## config.mk

```make
export PLATFORM = sky130hd
export DESIGN_NAME = gpio_port_regs
export DESIGN_NICKNAME = d
export VERILOG_FILES = /design/src/rtl/gpio_port_pkg.sv /design/src/rtl/gpio_addr_decode.sv /design/src/rtl/gpio_setclr_reg.sv /design/src/rtl/gpio_pin_mux.sv /design/src/rtl/gpio_port_regs.sv
export SDC_FILE = /design/constraint.sdc
export NUM_CORES = 1
export LEC_CHECK = 0
export BUFFER_PORTS_ARGS = -buffer_cell sky130_fd_sc_hd__buf_2
export CAP_MARGIN = 20
export CORE_MARGIN = 5
export CORE_UTILIZATION = 40
export CTS_CLUSTER_DIAMETER = 60
export DETAILED_ROUTE_END_ITERATION = 12
export GPL_TIMING_DRIVEN = 0
export HOLD_SLACK_MARGIN = 0.08
export PLACE_DENSITY = 0.69
export SYNTH_ARGS = -nofsm -noshare
export SYNTH_HDL_FRONTEND = slang
export SYNTH_SLANG_ARGS = --single-unit
```

## constraint.sdc

```tcl
create_clock -name clk -period 7.55 [get_ports clk]
set_clock_uncertainty 0.05 [all_clocks]
set_input_delay 1.1325 -clock clk [delete_from_list [all_inputs] [get_ports clk]]
set_output_delay 1.1325 -clock clk [all_outputs]
set_load 0.03 [all_outputs]
```

## src/rtl/gpio_port_pkg.sv

```systemverilog
package gpio_port_pkg;

  localparam int PORT_W     = 32;
  localparam int NUM_GROUPS = 8;
  localparam int GRP_IDX_W  = $clog2(NUM_GROUPS);

  // group index = address bits [6:4]
  localparam int GRP_PIN  = 0;
  localparam int GRP_DATA = 1;
  localparam int GRP_MASK = 2;
  localparam int GRP_PULL = 3;
  localparam int GRP_FUNC = 4;
  localparam int GRP_SEL  = 5;
  localparam int GRP_DIR  = 6;
  localparam int GRP_TRIG = 7;

  // low nibble of the address selects the access kind
  localparam logic [3:0] SUB_READ = 4'h0;
  localparam logic [3:0] SUB_SET  = 4'h4;
  localparam logic [3:0] SUB_CLR  = 4'h8;

  typedef enum logic [2:0] {
    MODE_GPIO,
    MODE_IRQ,
    MODE_ALT1,
    MODE_ALT2,
    MODE_ALT3
  } pin_mode_e;

  function automatic logic [PORT_W-1:0] impl_mask(input int n);
    logic [PORT_W-1:0] m;
    m = '0;
    for (int i = 0; i < PORT_W; i++) begin
      if (i < n) m[i] = 1'b1;
    end
    return m;
  endfunction

endpackage

```

## src/rtl/gpio_addr_decode.sv

```systemverilog
module gpio_addr_decode
  import gpio_port_pkg::*;
#(
  parameter int ADDR_W = 8
) (
  input  logic [ADDR_W-1:0]     addr,
  input  logic                  we,
  output logic [NUM_GROUPS-1:0] set_stb,
  output logic [NUM_GROUPS-1:0] clr_stb,
  output logic                  rd_hit,
  output logic [GRP_IDX_W-1:0]  rd_idx
);

  logic                 in_win;
  logic [GRP_IDX_W-1:0] grp;
  logic [3:0]           sub;

  always_comb begin
    in_win  = (addr >> 7) == '0;
    grp     = addr[6:4];
    sub     = addr[3:0];
    rd_hit  = in_win && (sub == SUB_READ);
    rd_idx  = grp;
    set_stb = '0;
    clr_stb = '0;
    if (we && in_win && (grp != GRP_IDX_W'(GRP_PIN))) begin
      if (sub == SUB_SET) set_stb[grp] = 1'b1;
      if (sub == SUB_CLR) clr_stb[grp] = 1'b1;
    end
  end

endmodule

```

## src/rtl/gpio_setclr_reg.sv

```systemverilog
module gpio_setclr_reg #(
  parameter int           W       = 32,
  parameter logic [W-1:0] RST_VAL = '0,
  parameter logic [W-1:0] KEEP    = '1
) (
  input  logic         clk,
  input  logic         rst_n,
  input  logic         set_stb,
  input  logic         clr_stb,
  input  logic [W-1:0] wdata,
  output logic [W-1:0] q
);

  logic [W-1:0] q_r;
  logic [W-1:0] q_nxt;
  logic         upd_en;

  always_comb begin
    upd_en = set_stb | clr_stb;
    q_nxt  = q_r;
    if (set_stb)      q_nxt = q_r | wdata;
    else if (clr_stb) q_nxt = q_r & ~wdata;
    q_nxt = q_nxt & KEEP;
  end

  always_ff @(posedge clk or negedge rst_n) begin
    if (!rst_n)      q_r <= RST_VAL & KEEP;
    else if (upd_en) q_r <= q_nxt;
  end

  assign q = q_r;

  // bits written as 1 through the set alias are 1 afterwards, the rest keep
  a_r3_set_ors: assert property (@(posedge clk) disable iff (!rst_n)
    set_stb |=> ((q & $past(wdata & KEEP)) == $past(wdata & KEEP)) &&
                ((q & ~$past(wdata)) == ($past(q) & ~$past(wdata))));

  // bits written as 1 through the clear alias are 0 afterwards, the rest keep
  a_r4_clr_ands: assert property (@(posedge clk) disable iff (!rst_n)
    clr_stb |=> ((q & $past(wdata)) == '0) &&
                ((q & ~$past(wdata)) == ($past(q) & ~$past(wdata))));

  // unimplemented bits never become 1
  a_r10_unimpl_zero: assert property (@(posedge clk) disable iff (!rst_n)
    (q & ~KEEP) == '0);

endmodule

```

## src/rtl/gpio_pin_mux.sv

```systemverilog
module gpio_pin_mux
  import gpio_port_pkg::*;
#(
  parameter int NUM_PINS = 32
) (
  input  logic [PORT_W-1:0] data_q,
  input  logic [PORT_W-1:0] pull_q,
  input  logic [PORT_W-1:0] func_q,
  input  logic [PORT_W-1:0] sel_q,
  input  logic [PORT_W-1:0] dir_q,
  input  logic [PORT_W-1:0] trig_q,
  output logic [PORT_W-1:0] pad_oe,
  output logic [PORT_W-1:0] pad_out,
  output logic [PORT_W-1:0] pull_up_en,
  output logic [PORT_W-1:0] int_en,
  output logic [PORT_W-1:0] int_edge,
  output logic [PORT_W-1:0] int_rising,
  output logic [PORT_W-1:0] alt_fn1,
  output logic [PORT_W-1:0] alt_fn2,
  output logic [PORT_W-1:0] alt_fn3
);

  for (genvar i = 0; i < PORT_W; i++) begin : g_pin
    if (i < NUM_PINS) begin : g_impl
      pin_mode_e mode;
      logic      is_gpio;
      logic      is_irq;

      always_comb begin
        if (!func_q[i])     mode = sel_q[i] ? MODE_IRQ : MODE_GPIO;
        else if (!sel_q[i]) mode = MODE_ALT1;
        else                mode = trig_q[i] ? MODE_ALT3 : MODE_ALT2;
      end

      assign is_gpio       = (mode == MODE_GPIO);
      assign is_irq        = (mode == MODE_IRQ);
      assign pad_oe[i]     = is_gpio & dir_q[i];
      assign pad_out[i]    = is_gpio & data_q[i];
      assign int_en[i]     = is_irq;
      assign int_edge[i]   = is_irq & trig_q[i];
      assign int_rising[i] = is_irq & dir_q[i];
      assign alt_fn1[i]    = (mode == MODE_ALT1);
      assign alt_fn2[i]    = (mode == MODE_ALT2);
      assign alt_fn3[i]    = (mode == MODE_ALT3);
      assign pull_up_en[i] = ~pull_q[i];
    end else begin : g_absent
      assign pad_oe[i]     = 1'b0;
      assign pad_out[i]    = 1'b0;
      assign int_en[i]     = 1'b0;
      assign int_edge[i]   = 1'b0;
      assign int_rising[i] = 1'b0;
      assign alt_fn1[i]    = 1'b0;
      assign alt_fn2[i]    = 1'b0;
      assign alt_fn3[i]    = 1'b0;
      assign pull_up_en[i] = 1'b0;
    end
  end

endmodule

```

## src/rtl/gpio_port_regs.sv

```systemverilog
module gpio_port_regs
  import gpio_port_pkg::*;
#(
  parameter int NUM_PINS = 32,
  parameter int ADDR_W   = 8
) (
  input  logic              clk,
  input  logic              rst_n,
  input  logic [ADDR_W-1:0] bus_addr,
  input  logic              bus_we,
  input  logic [31:0]       bus_wdata,
  output logic [31:0]       bus_rdata,
  input  logic [31:0]       pin_in,
  output logic [31:0]       pad_oe,
  output logic [31:0]       pad_out,
  output logic [31:0]       pull_up_en,
  output logic [31:0]       int_en,
  output logic [31:0]       int_edge,
  output logic [31:0]       int_rising,
  output logic [31:0]       int_mask,
  output logic [31:0]       alt_fn1,
  output logic [31:0]       alt_fn2,
  output logic [31:0]       alt_fn3
);

  localparam logic [PORT_W-1:0] KEEP = impl_mask(NUM_PINS);

  // reset: asserted at once, released after two clock edges
  logic [1:0] rst_pipe;
  logic       rst_int_n;

  always_ff @(posedge clk or negedge rst_n) begin
    if (!rst_n) rst_pipe <= '0;
    else        rst_pipe <= {rst_pipe[0], 1'b1};
  end
  assign rst_int_n = rst_pipe[1];

  logic [NUM_GROUPS-1:0]        set_stb;
  logic [NUM_GROUPS-1:0]        clr_stb;
  logic                         rd_hit;
  logic [GRP_IDX_W-1:0]         rd_idx;
  logic [PORT_W-1:0]            reg_q [NUM_GROUPS];
  logic [NUM_GROUPS*PORT_W-1:0] reg_flat;

  gpio_addr_decode #(.ADDR_W(ADDR_W)) u_decode (
    .addr    (bus_addr),
    .we      (bus_we),
    .set_stb (set_stb),
    .clr_stb (clr_stb),
    .rd_hit  (rd_hit),
    .rd_idx  (rd_idx)
  );

  assign reg_q[GRP_PIN] = '0;

  for (genvar g = 1; g < NUM_GROUPS; g++) begin : g_grp
    gpio_setclr_reg #(
      .W       (PORT_W),
      .RST_VAL ((g == GRP_MASK) ? KEEP : '0),
      .KEEP    (KEEP)
    ) u_reg (
      .clk     (clk),
      .rst_n   (rst_int_n),
      .set_stb (set_stb[g]),
      .clr_stb (clr_stb[g]),
      .wdata   (bus_wdata),
      .q       (reg_q[g])
    );
  end

  for (genvar g = 0; g < NUM_GROUPS; g++) begin : g_flat
    assign reg_flat[g*PORT_W +: PORT_W] = reg_q[g];
  end

  always_comb begin
    bus_rdata = '0;
    if (rd_hit) begin
      if (rd_idx == GRP_IDX_W'(GRP_PIN)) bus_rdata = pin_in & KEEP;
      else                               bus_rdata = reg_q[rd_idx];
    end
  end

  assign int_mask = reg_q[GRP_MASK];

  gpio_pin_mux #(.NUM_PINS(NUM_PINS)) u_mux (
    .data_q     (reg_q[GRP_DATA]),
    .pull_q     (reg_q[GRP_PULL]),
    .func_q     (reg_q[GRP_FUNC]),
    .sel_q      (reg_q[GRP_SEL]),
    .dir_q      (reg_q[GRP_DIR]),
    .trig_q     (reg_q[GRP_TRIG]),
    .pad_oe     (pad_oe),
    .pad_out    (pad_out),
    .pull_up_en (pull_up_en),
    .int_en     (int_en),
    .int_edge   (int_edge),
    .int_rising (int_rising),
    .alt_fn1    (alt_fn1),
    .alt_fn2    (alt_fn2),
    .alt_fn3    (alt_fn3)
  );

  // offset 0x00 shows the live pins, limited to implemented ones
  a_r2_pin_live: assert property (@(posedge clk) disable iff (!rst_int_n)
    (bus_addr == '0) |-> (bus_rdata == (pin_in & KEEP)));

  // alias, unaligned and out-of-window reads give 0
  a_r11_unmapped_zero: assert property (@(posedge clk) disable iff (!rst_int_n)
    ((bus_addr[3:0] != 4'h0) || ((bus_addr >> 7) != '0)) |-> (bus_rdata == '0));

  // writes to a read address leave every register unchanged
  a_r5_base_write_ignored: assert property (@(posedge clk) disable iff (!rst_int_n)
    (bus_we && (bus_addr[3:0] == 4'h0)) |=> $stable(reg_flat));

  // a pin can only drive while no other role claims it
  a_r6_oe_gpio_only: assert property (@(posedge clk) disable iff (!rst_int_n)
    (pad_oe & (int_en | alt_fn1 | alt_fn2 | alt_fn3)) == '0);

  // at most one role per pin
  for (genvar i = 0; i < PORT_W; i++) begin : g_chk
    a_r8_one_role: assert property (@(posedge clk) disable iff (!rst_int_n)
      $onehot0({int_en[i], alt_fn1[i], alt_fn2[i], alt_fn3[i]}));
  end

endmodule

```

Yosys cells after proc, flatten, opt, wreduce, memory -nomap -nowiden
Index checks and enable logic that the tools add are counted.

word-level totals
  bits in registers = 226
  bits of input ports = 75
  output and inout port bits = 352
  logic and storage cells = 531

cells by class
  $lt $le $gt $ge = 3
  equal/unequal tests = 130
  multiplexer cells = 153
  bitwise operators = 183
  reductions and logical operators = 54

operator list
  operator                                                               count
  32-bit 2-to-1 mux                                                      18
  3-bit 2-to-1 mux                                                       96
  32-bit AND                                                             7
  32-bit OR                                                              7
  3-bit by 2-bit == test with 1-bit output (second input constant)       64
  1-bit AND                                                              128
  3-bit zero test                                                        33
  32-bit binary-select mux with 3-bit select                             1
  3-bit by 1-bit == test with 1-bit output (second input constant)       32
  3-bit == test (second input constant)                                  32
  1-bit 2-to-1 mux                                                       33
  8-bit 2-to-1 mux                                                       4
  1-bit inverter                                                         32
  32-bit inverter                                                        1
  2-bit AND reduction                                                    7
  2-bit nonzero test                                                     7
  8-bit zero test                                                        1
  1-bit OR                                                               7
  4-bit by 3-bit == test with 1-bit output (second input constant)       1
  4-bit == test (second input constant)                                  1
  4-bit >= comparator (second input constant)                            1
  1-bit logical AND                                                      4
  4-bit zero test                                                        1
  3-bit by 4-bit < comparator with 1-bit output (second input constant)  1
  other kinds (4)                                                        4

Longest topological paths before layout
Gate-level depths: netlist of run 1.

  depth after elaboration = 8
  mapped depth = 7
  gate-level depth less buffers = 3

By module
A second synthesis of run 1 with hierarchy kept.

second synthesis, totals
  cells, all modules = 1290
  area total of the unflattened synthesis = 13734.4 sq um

modules (own cells, without submodules)
  module                                times used  cells each  area each (sq um)  seq. area each (sq um)
  gpio_setclr_reg (g_grp[1].u_reg ...)  6           102         1249.9             800.8
  gpio_port_regs                        1           224         2446.1             50.0
  gpio_pin_mux                          1           320         2282.2             0.0
  gpio_setclr_reg (g_grp[2].u_reg)      1           102         1290.0             840.8
  gpio_addr_decode                      1           32          216.5              0.0

Worst setup path before layout of run 1
Ideal clock, no wire load.

  path kind = input to output
  start point = in bus_addr[6]
  end point = out bus_rdata[10]
  arrival = 3.074 ns
  path slack = 3.294 ns
  stages = 6
  buffers on the path = 4
  cells stage by stage = clkbuf_1 > clkbuf_1 > buf_2 > clkbuf_1 > o211ai_1 > a211oi_1

between the ends
  longest elaborated chain between the ends = 6

RTL lines
  item                                                    RTL line              text
  from (decl)                                             gpio_port_regs.sv:9   input logic [ADDR_W-1:0] bus_addr,
  3-bit inverter with 4-bit output (not written as such)  gpio_port_regs.sv:79  else bus_rdata = reg_q[rd_idx];
  32-bit binary-select mux with 3-bit select              gpio_port_regs.sv:79
  32-bit 2-to-1 mux (not written as such) (2 in series)   gpio_port_regs.sv:79
  32-bit 2-to-1 mux *                                     gpio_port_regs.sv:78  if (rd_idx == GRP_IDX_W'(GRP_PIN)) bus_rdata = pin_in & KEEP;
  32-bit 2-to-1 mux *                                     gpio_port_regs.sv:77  if (rd_hit) begin
  to (decl)                                               gpio_port_regs.sv:12  output logic [31:0] bus_rdata,

Every way passes the cells marked *; elsewhere a longest branch is shown, timed or not. The select of a mux whose other input is x is not followed.

Worst setup path in the final report of run 1
  start point = in bus_addr[5]
  end point = out bus_rdata[15]

The elaborated chain is that of the path after synthesis.

==> flow_metrics.tcl, run 1 <==
set metrics [dict create \
    status "completed" \
    drc 0 \
    reg2reg_slack_ns 6.02 \
    timing.critical_path.max_delay_family "buffers and inverters" \
    ctsRootBufferMaster "sky130_fd_sc_hd__clkbuf_16" \
    place.gp.congestion 0.960 \
    ys.warnings.count 0 \
    finalCritPeriodShare_pct 70.5 \
    wl_per_cell_um 28.3 \
    dieHeight_um 201 \
    cts.repair_timing.setup_buffer_count 0 \
    synth.top_cells.by_area "sky130_fd_sc_hd__dfrtp_1 (33%), sky130_fd_sc_hd__mux2_2 (6.3%), sky130_fd_sc_hd__dfstp_2 (5.8%)" \
    synth.avg_cell_area_sq_um 9.54 \
    worstRegToRegCells 2 \
    crit_path_top_delay_cell "sky130_fd_sc_hd__clkbuf_1" \
    grt_pass1_vias 15500 \
    postRouteAntennaNets 0 \
    timing.setup.critical_path_class "in -> out" \
    worst-endpoint-arrival_ns 4.14 \
    mapped_nets 1606 \
    mappedNetlistArea_sq_mm 0.0146 \
    power.leakage_nw 8.77 \
    drive_gt1_share_pct 34.1 \
    insertion_delay_ns 0.53 \
    power.total_w 0.00317 \
    worstSetupStartpointType "input port" \
    htreeDepth 1 \
    synth.lib_cells_used.distinct 46 \
    globalRouteTotalUtil_pct 32.3 \
    route.final.wire_length_mm 69.4 \
    path_buf_inv 5 \
    grt_pass1_wl_mm 101 \
    yosys.area.top_type_share_pct 33.2 \
    floorplan.initialDensity_pct 40.2 \
    cts.hold.buffers_added 0 \
    post-dp-hpwl_mm 49.8 \
    cts_buffer_depth 3 \
    power_density_mw_per_mm2 174 \
    r2r-start "rst_pipe[1]" \
    clk_transition_reported_paths_ns 0.06 \
    numPlacedInstances 2394 \
    drt_first_iter_violations 1807 \
    cts.sinks 226 \
    rows 70 \
    hold_class "reg -> async" \
    grt_max_degree 71 \
    die_footprint_sq_mm 0.0405 \
    synth_top_area_cell "sky130_fd_sc_hd__dfrtp_1" \
    slowest_delay_ns 0.80 \
    die_width_um 201 \
    synth_seq_cells 226 \
    slew_headroom_pct 18.3 \
    max-vdd-ir-drop_mv 0.193 \
    antenna_found_initial 5 \
    setup_repair_after_global_routing_missed_its_margin "no" \
    placeable_core_area_sq_mm 0.0363 \
    io_pins 427 \
    layout.nets 2033 \
    cts-buffers-inserted 27 \
    critPathMaxFanout 10 \
    maximum_clock_rate_mhz 188 \
    grt_remaining_overflow 0 \
    synth_ff_type "sky130_fd_sc_hd__dfrtp_1" \
    dr_total_vias 15800 \
    synthToLayoutAreaGrowth_pct 24.4 \
    layout.cells.non_filler 2449 \
    required_ns 6.37 \
    timing.max_cap.violations 0 \
    synthesis.instances 1531 \
    setup_total_negative_slack_ns 0 \
    synth_edf_count 0 \
    layout_min_cycle_time_ns 5.32 \
    cts_tree "done" \
    post_cts.resized_instances 0 \
    path_common_cell "sky130_fd_sc_hd__clkbuf_1" \
    tightestPinTransition_ns 1.22 \
    synth-async-reset-ratio_pct 100 \
    final_max_slew_viol_count 0 \
    path_cells "buf_2 > clkbuf_1 > and3b_1 > clkbuf_1 > clkbuf_1 > a222oi_1 > a211oi_1 > buf_2" \
    post_drt_via_cell_ratio 6.45 \
    finalSetupViolations 0 \
    seq_area_frac_synth_pct 39.0 \
    port_buf_inserts 391 \
    cp-end-kind "primary output" \
    drtPass1Iterations 9 \
    timing.final.hold_violations 0 \
]
## worst max path at each step
stage	to	slack [ns]	cells past startpoint	from
3_3_place_gp	async pin	-2.05	0	rst_pipe[1]
6_report	bus_rdata[15]	2.23	8	bus_addr[5]
5_1_grt	bus_rdata[15]	2.18	8	bus_addr[5]
3_5_place_dp	bus_rdata[11]	2.39	8	bus_addr[6]
2_1_floorplan	async pin	0.79	0	rst_pipe[1]
4_1_cts	bus_rdata[11]	2.39	8	bus_addr[6]
## per-stage QoR
stage                     setup WS, ns  instance area, sq um  utilization (%)  hold WS (ns)
after global routing              2.18                 18200             50.0         0.316
after global placement           -2.05                 17200             47.2         0.285
after detailed placement          2.39                 17200             47.5         0.289
after CTS                         2.39                 18100             49.9         0.303
final                             2.23                 18200             50.0         0.296
after floorplan                  0.792                 14600                -         0.281
## placed cells by master (no fill, tap or decap), types with 34 or more instances in the layout
cell / count
sky130_fd_sc_hd__buf_2: 413
sky130_fd_sc_hd__dfrtp_1: 193
sky130_fd_sc_hd__nand4_1: 128
sky130_fd_sc_hd__clkbuf_1: 126
sky130_fd_sc_hd__a22o_1: 96
sky130_fd_sc_hd__o41ai_1: 84
sky130_fd_sc_hd__o31ai_1: 84
sky130_fd_sc_hd__mux2_2: 82
sky130_fd_sc_hd__nor3b_1: 69
sky130_fd_sc_hd__nand2_1: 66
sky130_fd_sc_hd__nor2_1: 65
sky130_fd_sc_hd__nor2b_1: 65
sky130_fd_sc_hd__and2_1: 64
sky130_fd_sc_hd__clkbuf_2: 34
## area by class of cell
cell class | instances | area (sq um)
Tap cell | 468 | 586
Clock inverter | 10 | 136
Timing Repair Buffer | 398 | 2060
Clock buffer | 37 | 763
Fill cell | 3442 | 18200
Sequential cell | 226 | 5700
Buffer | 219 | 1050
Inverter | 33 | 124
Multi-Input combinational cell | 1053 | 7740
Antenna cell | 5 | 12.5
## routing by layer
metal	GRT usage, %	up-vias	wire length (um)
li1	-	6726	-
met1	41.1	7680	26300
met2	51.4	1179	31700
met3	9.48	203	8210
met4	14.0	0	3230
met5	0	-	0
## power breakdown
part	leakage (nW)	switching [W]	internal, W
registers	2.97	0.0000468	0.00125
clock network	0.446	0.000552	0.000808
logic	5.36	0.000370	0.000138
## cells by family (layout without fill, tap and decap cells)
family          Yosys count  count (layout)  share of synthesized area, %
mux                     108             108                          8.10
buf+inv                 252             697                          8.06
compound gates          392             392                          22.6
xor+xnor                  2               2                         0.120
simple gates            550             550                          22.1
flops                   226             226                          39.0
other cells               1               6                        0.0257
## Yosys cell counts (13+ instances only)
cell                       number
sky130_fd_sc_hd__a21bo_2       23
sky130_fd_sc_hd__a22o_1        96
sky130_fd_sc_hd__dfrtp_1      194
sky130_fd_sc_hd__nor3b_1       69
sky130_fd_sc_hd__nor4_1        13
sky130_fd_sc_hd__a211oi_1      31
sky130_fd_sc_hd__nor2b_1       65
sky130_fd_sc_hd__buf_2         21
sky130_fd_sc_hd__clkbuf_1     121
sky130_fd_sc_hd__nand2b_1      32
sky130_fd_sc_hd__clkbuf_2      32
sky130_fd_sc_hd__dfstp_2       32
sky130_fd_sc_hd__o41ai_1       84
sky130_fd_sc_hd__mux2i_1       26
sky130_fd_sc_hd__nand2_1       66
sky130_fd_sc_hd__mux2_2        82
sky130_fd_sc_hd__inv_1         33
sky130_fd_sc_hd__and3_1        33
sky130_fd_sc_hd__and2_1        64
sky130_fd_sc_hd__nand4_1      128
sky130_fd_sc_hd__nor2_1        65
sky130_fd_sc_hd__a222oi_1      29
sky130_fd_sc_hd__o31ai_1       84
sky130_fd_sc_hd__o211ai_1      23
sky130_fd_sc_hd__buf_4         32
No activity file was read; power rests on OpenSTA's default activity.
==> run 2, diff against run 1 <==
==> constraint.sdc (replaced) <==
create_clock -name clk -period 5 [get_ports clk]
set_clock_uncertainty 0.05 [all_clocks]
set_input_delay 0.75 -clock clk [delete_from_list [all_inputs] [get_ports clk]]
set_output_delay 0.75 -clock clk [all_outputs]
set_load 0.03 [all_outputs]
==> run 2 against run 1 <==
  * Sequential share of layout area about the same
  * Cell count about the same
  * Total power up 51%
  * Global-route usage up 0.29 points
  * Flip-flop and latch count unchanged
  * Combinational power up 52%
  * Via count up 0.19%
  * Core utilization up 0.065 points
  * Wire length up 0.90%
  * Critical path type unchanged
  * Largest power group unchanged
==> flow_metrics.tcl, run 2 (synthesis results as in run 1) <==
set metrics [dict create \
    status "completed" \
    multi_input_comb_area_sq_mm 0.00774 \
    htreeDepth 1 \
    postRouteAntennaNets 0 \
    wl_per_cell_um 28.6 \
    leading_cell_types_in_the_layout_fill_and_taps_excluded "sky130_fd_sc_hd__buf_2 (414), sky130_fd_sc_hd__dfrtp_1 (193), sky130_fd_sc_hd__nand4_1 (128)" \
    grt_pass1_wl_mm 102 \
    fin_area_sq_mm 0.0182 \
    timing.final.hold_violations 0 \
    rows 70 \
    cts.sinks 226 \
    ctsRootBufferMaster "sky130_fd_sc_hd__clkbuf_16" \
    port_buf_inserts 391 \
    finalSetupViolations 0 \
    grt_max_degree 71 \
    worst-endpoint-arrival_ns 3.91 \
    die_width_um 201 \
    power.leakage_nw 8.80 \
    timing.max_cap.violations 0 \
    timing.setup.critical_path_class "in -> out" \
    final_max_slew_viol_count 0 \
    required_ns 4.20 \
    hold_class "reg -> async" \
    route.final.wire_length_mm 70.1 \
    post_drt_via_cell_ratio 6.45 \
    seq_area_sq_mm 0.00570 \
    clk_transition_reported_paths_ns 0.06 \
    power_switching_w 0.00147 \
    reg2reg_slack_ns 3.99 \
    r2r-start "rst_pipe[1]" \
    grt_remaining_overflow 0 \
    dr_total_vias 15800 \
    setup_repair_after_global_routing_missed_its_margin "no" \
    drt_first_iter_violations 1724 \
    post-dp-hpwl_mm 50.2 \
    grt_pass1_vias 15500 \
    tightestPinTransition_ns 1.23 \
    io_pins 427 \
    slew_headroom_pct 17.6 \
    finalCritPeriodShare_pct 94.2 \
    die_footprint_sq_mm 0.0405 \
    synthToLayoutAreaGrowth_pct 24.6 \
    layout.nets 2035 \
    leading_cell_type_in_the_layout_fill_and_taps_excluded "sky130_fd_sc_hd__buf_2" \
    critPathMaxFanout 10 \
    maximum_clock_rate_mhz 212 \
    layout_min_cycle_time_ns 4.71 \
    cts-buffers-inserted 27 \
    placeable_core_area_sq_mm 0.0363 \
    drc 0 \
    worstRegToRegCells 1 \
    worstSetupStartpointType "input port" \
    placed_area_sq_mm 0.0173 \
    nFillCells 3473 \
    sw_frac_of_total_pct 30.8 \
    drtPass1Iterations 7 \
    drive_gt1_share_pct 34.3 \
    globalRouteTotalUtil_pct 32.6 \
    cell_internal_pwr_w 0.00331 \
    insertion_delay_ns 0.54 \
    max-vdd-ir-drop_mv 0.236 \
    cts_buffer_depth 3 \
    antenna_found_initial 5 \
    cts.repair_timing.setup_buffer_count 0 \
    cts_tree "done" \
    power_density_mw_per_mm2 262 \
    dieHeight_um 201 \
    place.gp.congestion 0.946 \
    cp-end-kind "primary output" \
    pwr-share-comb_pct 16.2 \
    share_of_the_core_filled_with_cells_in_the_final_layout_pct 50.1 \
    floorplan.initialDensity_pct 40.2 \
    clkPwrFrac_pct 42.7 \
    sequentialPowerShare_pct 41.1 \
]
==> run 2: critical path, cell delays in order <==
cell and delay (ns):
sky130_fd_sc_hd__buf_2 0.13, sky130_fd_sc_hd__clkbuf_1 0.31, sky130_fd_sc_hd__and3b_1 0.24, sky130_fd_sc_hd__clkbuf_1 0.68, sky130_fd_sc_hd__clkbuf_1 0.80, sky130_fd_sc_hd__a222oi_1 0.28, sky130_fd_sc_hd__a211oi_1 0.41, sky130_fd_sc_hd__buf_2 0.29
==> run 2: through the flow <==
stage | setup TNS [ns] | hold WS [ns] | setup WS (ns) | total power [W] | std cells
after floorplan | 0 | 0.281 | 1.26 | 0.00244 | 1531
after global placement | -49.25 | 0.284 | -0.271 | 0.00272 | 2390
after detailed placement | 0 | 0.197 | 0.549 | 0.00274 | 2395
after CTS | 0 | 0.199 | 0.520 | 0.00474 | 2446
after global routing | 0 | 0.214 | 0.317 | 0.00488 | 2451
final | 0 | 0.188 | 0.291 | 0.00478 | 2451
==> run 2: per-layer routing <==
| metal | vias up | share of wire, % | GRT usage [%] |
|---|---|---|---|
| li1 | 6725 | - | - |
| met1 | 7715 | 38 | 42.0 |
| met2 | 1160 | 46 | 51.7 |
| met3 | 212 | 12 | 9.28 |
| met4 | 6 | 4.7 | 13.6 |
| met5 | - | 0.061 | 0 |
==> run 2: power by group through the flow <==
stage          combinational [W]  sequential, W  clock, W
2_1_floorplan           0.000424        0.00201         0
3_3_place_gp            0.000698        0.00202         0
3_5_place_dp            0.000752        0.00199         0
4_1_cts                 0.000755        0.00196   0.00203
5_1_grt                 0.000808        0.00197   0.00210
6_report                0.000774        0.00196   0.00204
==> run 2: worst max path at each step <==
| stage | startpoint | to | slack [ns] | depth (start not counted) |
|---|---|---|---|---|
| floorplan | rst_pipe[1] | async pin | 1.26 | 0 |
| global placement | rst_pipe[1] | async pin | -0.27 | 0 |
| detailed placement | bus_addr[5] | bus_rdata[13] | 0.55 | 8 |
| CTS | bus_addr[5] | bus_rdata[13] | 0.52 | 8 |
| global route | bus_addr[5] | bus_rdata[13] | 0.32 | 8 |
| finish | bus_addr[5] | bus_rdata[13] | 0.29 | 8 |
==> run 2: layout make-up <==
| class | instances | share of cell area, % |
|---|---|---|
| Tap cell | 468 | 3.22 |
| Antenna cell | 2 | 0.0275 |
| Buffer | 219 | 5.79 |
| Multi-Input combinational cell | 1053 | 42.5 |
| Inverter | 33 | 0.681 |
| Clock buffer | 41 | 4.61 |
| Sequential cell | 226 | 31.3 |
| Timing Repair Buffer | 400 | 11.4 |
| Clock inverter | 9 | 0.406 |
==> run 2: repair_timing <==
item                       4_1_cts  5_1_grt
resized for setup                0        0
hold endpoints to repair         2        0
hold buffers                     1        0
setup endpoints to repair        0        0
==> run 3, diff against run 2 <==
--- a/config.mk
+++ b/config.mk
@@ -7,13 +7,16 @@
 export LEC_CHECK = 0
 export BUFFER_PORTS_ARGS = -buffer_cell sky130_fd_sc_hd__buf_2
 export CAP_MARGIN = 20
+export CELL_PAD_IN_SITES_DETAIL_PLACEMENT = 1
+export CELL_PAD_IN_SITES_GLOBAL_PLACEMENT = 2
+export CORE_ASPECT_RATIO = 0.8
 export CORE_MARGIN = 5
-export CORE_UTILIZATION = 40
+export CORE_UTILIZATION = 32
 export CTS_CLUSTER_DIAMETER = 60
 export DETAILED_ROUTE_END_ITERATION = 12
-export GPL_TIMING_DRIVEN = 0
+export GPL_TIMING_DRIVEN = 1
 export HOLD_SLACK_MARGIN = 0.08
-export PLACE_DENSITY = 0.69
+export PLACE_DENSITY = 0.87
 export SYNTH_ARGS = -nofsm -noshare
 export SYNTH_HDL_FRONTEND = slang
 export SYNTH_SLANG_ARGS = --single-unit
==> run 3 against run 2 <==
  * Cell count fell by 0.37%
  * Global-route usage fell by 8.1 points
  * Register-to-register slack got worse by 0.60 ns
  * Non-clock buffer count fell by 156
  * Critical endpoint is now bus_rdata[8]
  * Hold slack improved by 0.12 ns
  * Wire length fell by 7.2%
  * Largest cell class unchanged
==> flow_metrics.tcl, run 3 (synthesis results as in run 1) <==
set metrics [dict create \
    status "completed" \
    power_density_mw_per_mm2 269 \
    grt_pass1_vias 15000 \
    dr_total_vias 14800 \
    antenna_found_initial 4 \
    reg2reg_slack_ns 3.39 \
    grt_max_degree 129 \
    worstSetupStartpointType "input port" \
    pwr-share-comb_pct 14.9 \
    clk_transition_reported_paths_ns 0.06 \
    path_cells "buf_2 > and3b_2 > buf_4 > a222oi_1 > a211oi_1 > buf_2" \
    die_width_um 249 \
    ctsRootBufferMaster "sky130_fd_sc_hd__clkbuf_16" \
    path_common_cell "sky130_fd_sc_hd__buf_2" \
    cts.sinks 226 \
    cts-buffers-inserted 29 \
    terminating_pin_of_the_worst_hold_path "rst_pipe[1]" \
    route.final.wire_length_mm 65.0 \
    leading_cell_types_in_the_layout_fill_and_taps_excluded "sky130_fd_sc_hd__buf_2 (424), sky130_fd_sc_hd__dfrtp_1 (193), sky130_fd_sc_hd__nand4_1 (128)" \
    grt_pass1_wl_mm 97.8 \
    floorplan.initialDensity_pct 32.1 \
    cts_buffer_depth 3 \
    die_footprint_sq_mm 0.0501 \
    post_drt_via_cell_ratio 6.07 \
    slew_headroom_pct 24.9 \
    timing.max_cap.violations 0 \
    cell_internal_pwr_w 0.00336 \
    tightestPinTransition_ns 1.13 \
    cp-end-kind "primary output" \
    sequentialPowerShare_pct 40.9 \
    timing.final.hold_violations 0 \
    worstRegToRegCells 1 \
    power_switching_w 0.00145 \
    maximum_clock_rate_mhz 261 \
    io_pins 427 \
    wl_per_cell_um 26.6 \
    setup_repair_after_global_routing_missed_its_margin "no" \
    cts.repair_timing.setup_buffer_count 0 \
    htreeDepth 1 \
    place.gp.congestion 0.830 \
    share_of_the_core_filled_with_cells_in_the_final_layout_pct 39.3 \
    post_cts.resized_instances 0 \
    required_ns 4.20 \
    critPathMaxFanout 24 \
    grt_remaining_overflow 0 \
    finalSetupViolations 0 \
    rows 70 \
    hold_class "reg -> reg" \
    power.total_w 0.00481 \
    drt_first_iter_violations 1308 \
    power.leakage_nw 8.53 \
    port_buf_inserts 426 \
    worst-endpoint-arrival_ns 3.03 \
    dieHeight_um 201 \
    final_max_slew_viol_count 0 \
    sw_frac_of_total_pct 30.2 \
    slowest_delay_ns 0.75 \
    layout.nets 1881 \
    finalCritPeriodShare_pct 76.6 \
    r2r-start "rst_pipe[1]" \
    min-delay-start "rst_pipe[0]" \
    worstHoldPathCells 0 \
    layout_min_cycle_time_ns 3.83 \
    timing.setup.critical_path_class "in -> out" \
    placeable_core_area_sq_mm 0.0455 \
    postRouteAntennaNets 0 \
    post-dp-hpwl_mm 42.5 \
    hold_slack_ns 0.305 \
    leading_cell_type_in_the_layout_fill_and_taps_excluded "sky130_fd_sc_hd__buf_2" \
    clkPwrFrac_pct 44.2 \
    globalRouteTotalUtil_pct 24.5 \
    cts_tree "done" \
    drc 0 \
    synthToLayoutAreaGrowth_pct 22.4 \
    setup_total_negative_slack_ns 0 \
    drive_gt1_share_pct 36.8 \
    max-vdd-ir-drop_mv 0.221 \
    insertion_delay_ns 0.54 \
    crit_path_top_delay_cell "sky130_fd_sc_hd__and3b_2" \
    drtPass1Iterations 6 \
]
-- run 3: worst max path at each step --
stage / from / end / cells past startpoint
2_1_floorplan: rst_pipe[1] / async pin / 0
3_3_place_gp: bus_addr[1] / bus_rdata[11] / 5
3_5_place_dp: bus_addr[6] / bus_rdata[8] / 6
4_1_cts: bus_addr[6] / bus_rdata[8] / 6
5_1_grt: bus_addr[6] / bus_rdata[10] / 6
6_report: bus_addr[6] / bus_rdata[8] / 6
-- run 3: per-stage QoR --
step	std cells	setup WS [ns]	instance area (sq um)
4_1_cts	2439	1.19	17900
3_3_place_gp	2385	1.24	16900
6_report	2442	1.17	17900
3_5_place_dp	2385	1.20	16900
2_1_floorplan	1531	1.26	14600
5_1_grt	2440	1.09	17900
-- run 3: area by class of cell --
| class | instances | area, sq um |
|---|---|---|
| tap | 612 | 766 |
| multi-input combinational | 1053 | 7850 |
| antenna | 2 | 5.00 |
| clock buffer | 41 | 821 |
| fill | 5292 | 27600 |
| inverter | 33 | 124 |
| sequential | 226 | 5700 |
| timing repair buffer | 463 | 2470 |
| clock inverter | 12 | 145 |
-- run 3: power groups by stage --
stage                     Combinational (W)  Sequential (W)  Clock (W)
after floorplan                    0.000424         0.00201          0
after global placement             0.000701         0.00199          0
after detailed placement           0.000711         0.00199          0
after CTS                          0.000714         0.00196    0.00216
after global routing               0.000760         0.00197    0.00224
final                              0.000717         0.00196    0.00213
-- run 3: worst max-delay path: cells and delay by family --
| family | cells | cell delay [ns] |
|---|---|---|
| AOI/OAI and AO/OA | 2 | 0.39 |
| and+or+nand+nor | 1 | 0.75 |
| buffers and inverters | 3 | 1.09 |
-- run 3: timing repair --
item	4_1_cts	5_1_grt
hold endpoints to repair	2	0
hold buffers	1	0
endpoints found under the setup margin	0	0
-- run 3: layer usage --
metal  GRT usage (%)  vias to the layer above  wire length (um)
met5               0                        -                21
met4            5.34                        4              1470
met3            4.96                       99              4860
met2            40.2                      664             30500
met1            33.8                     7640             28200
li1                -                     6405                 -
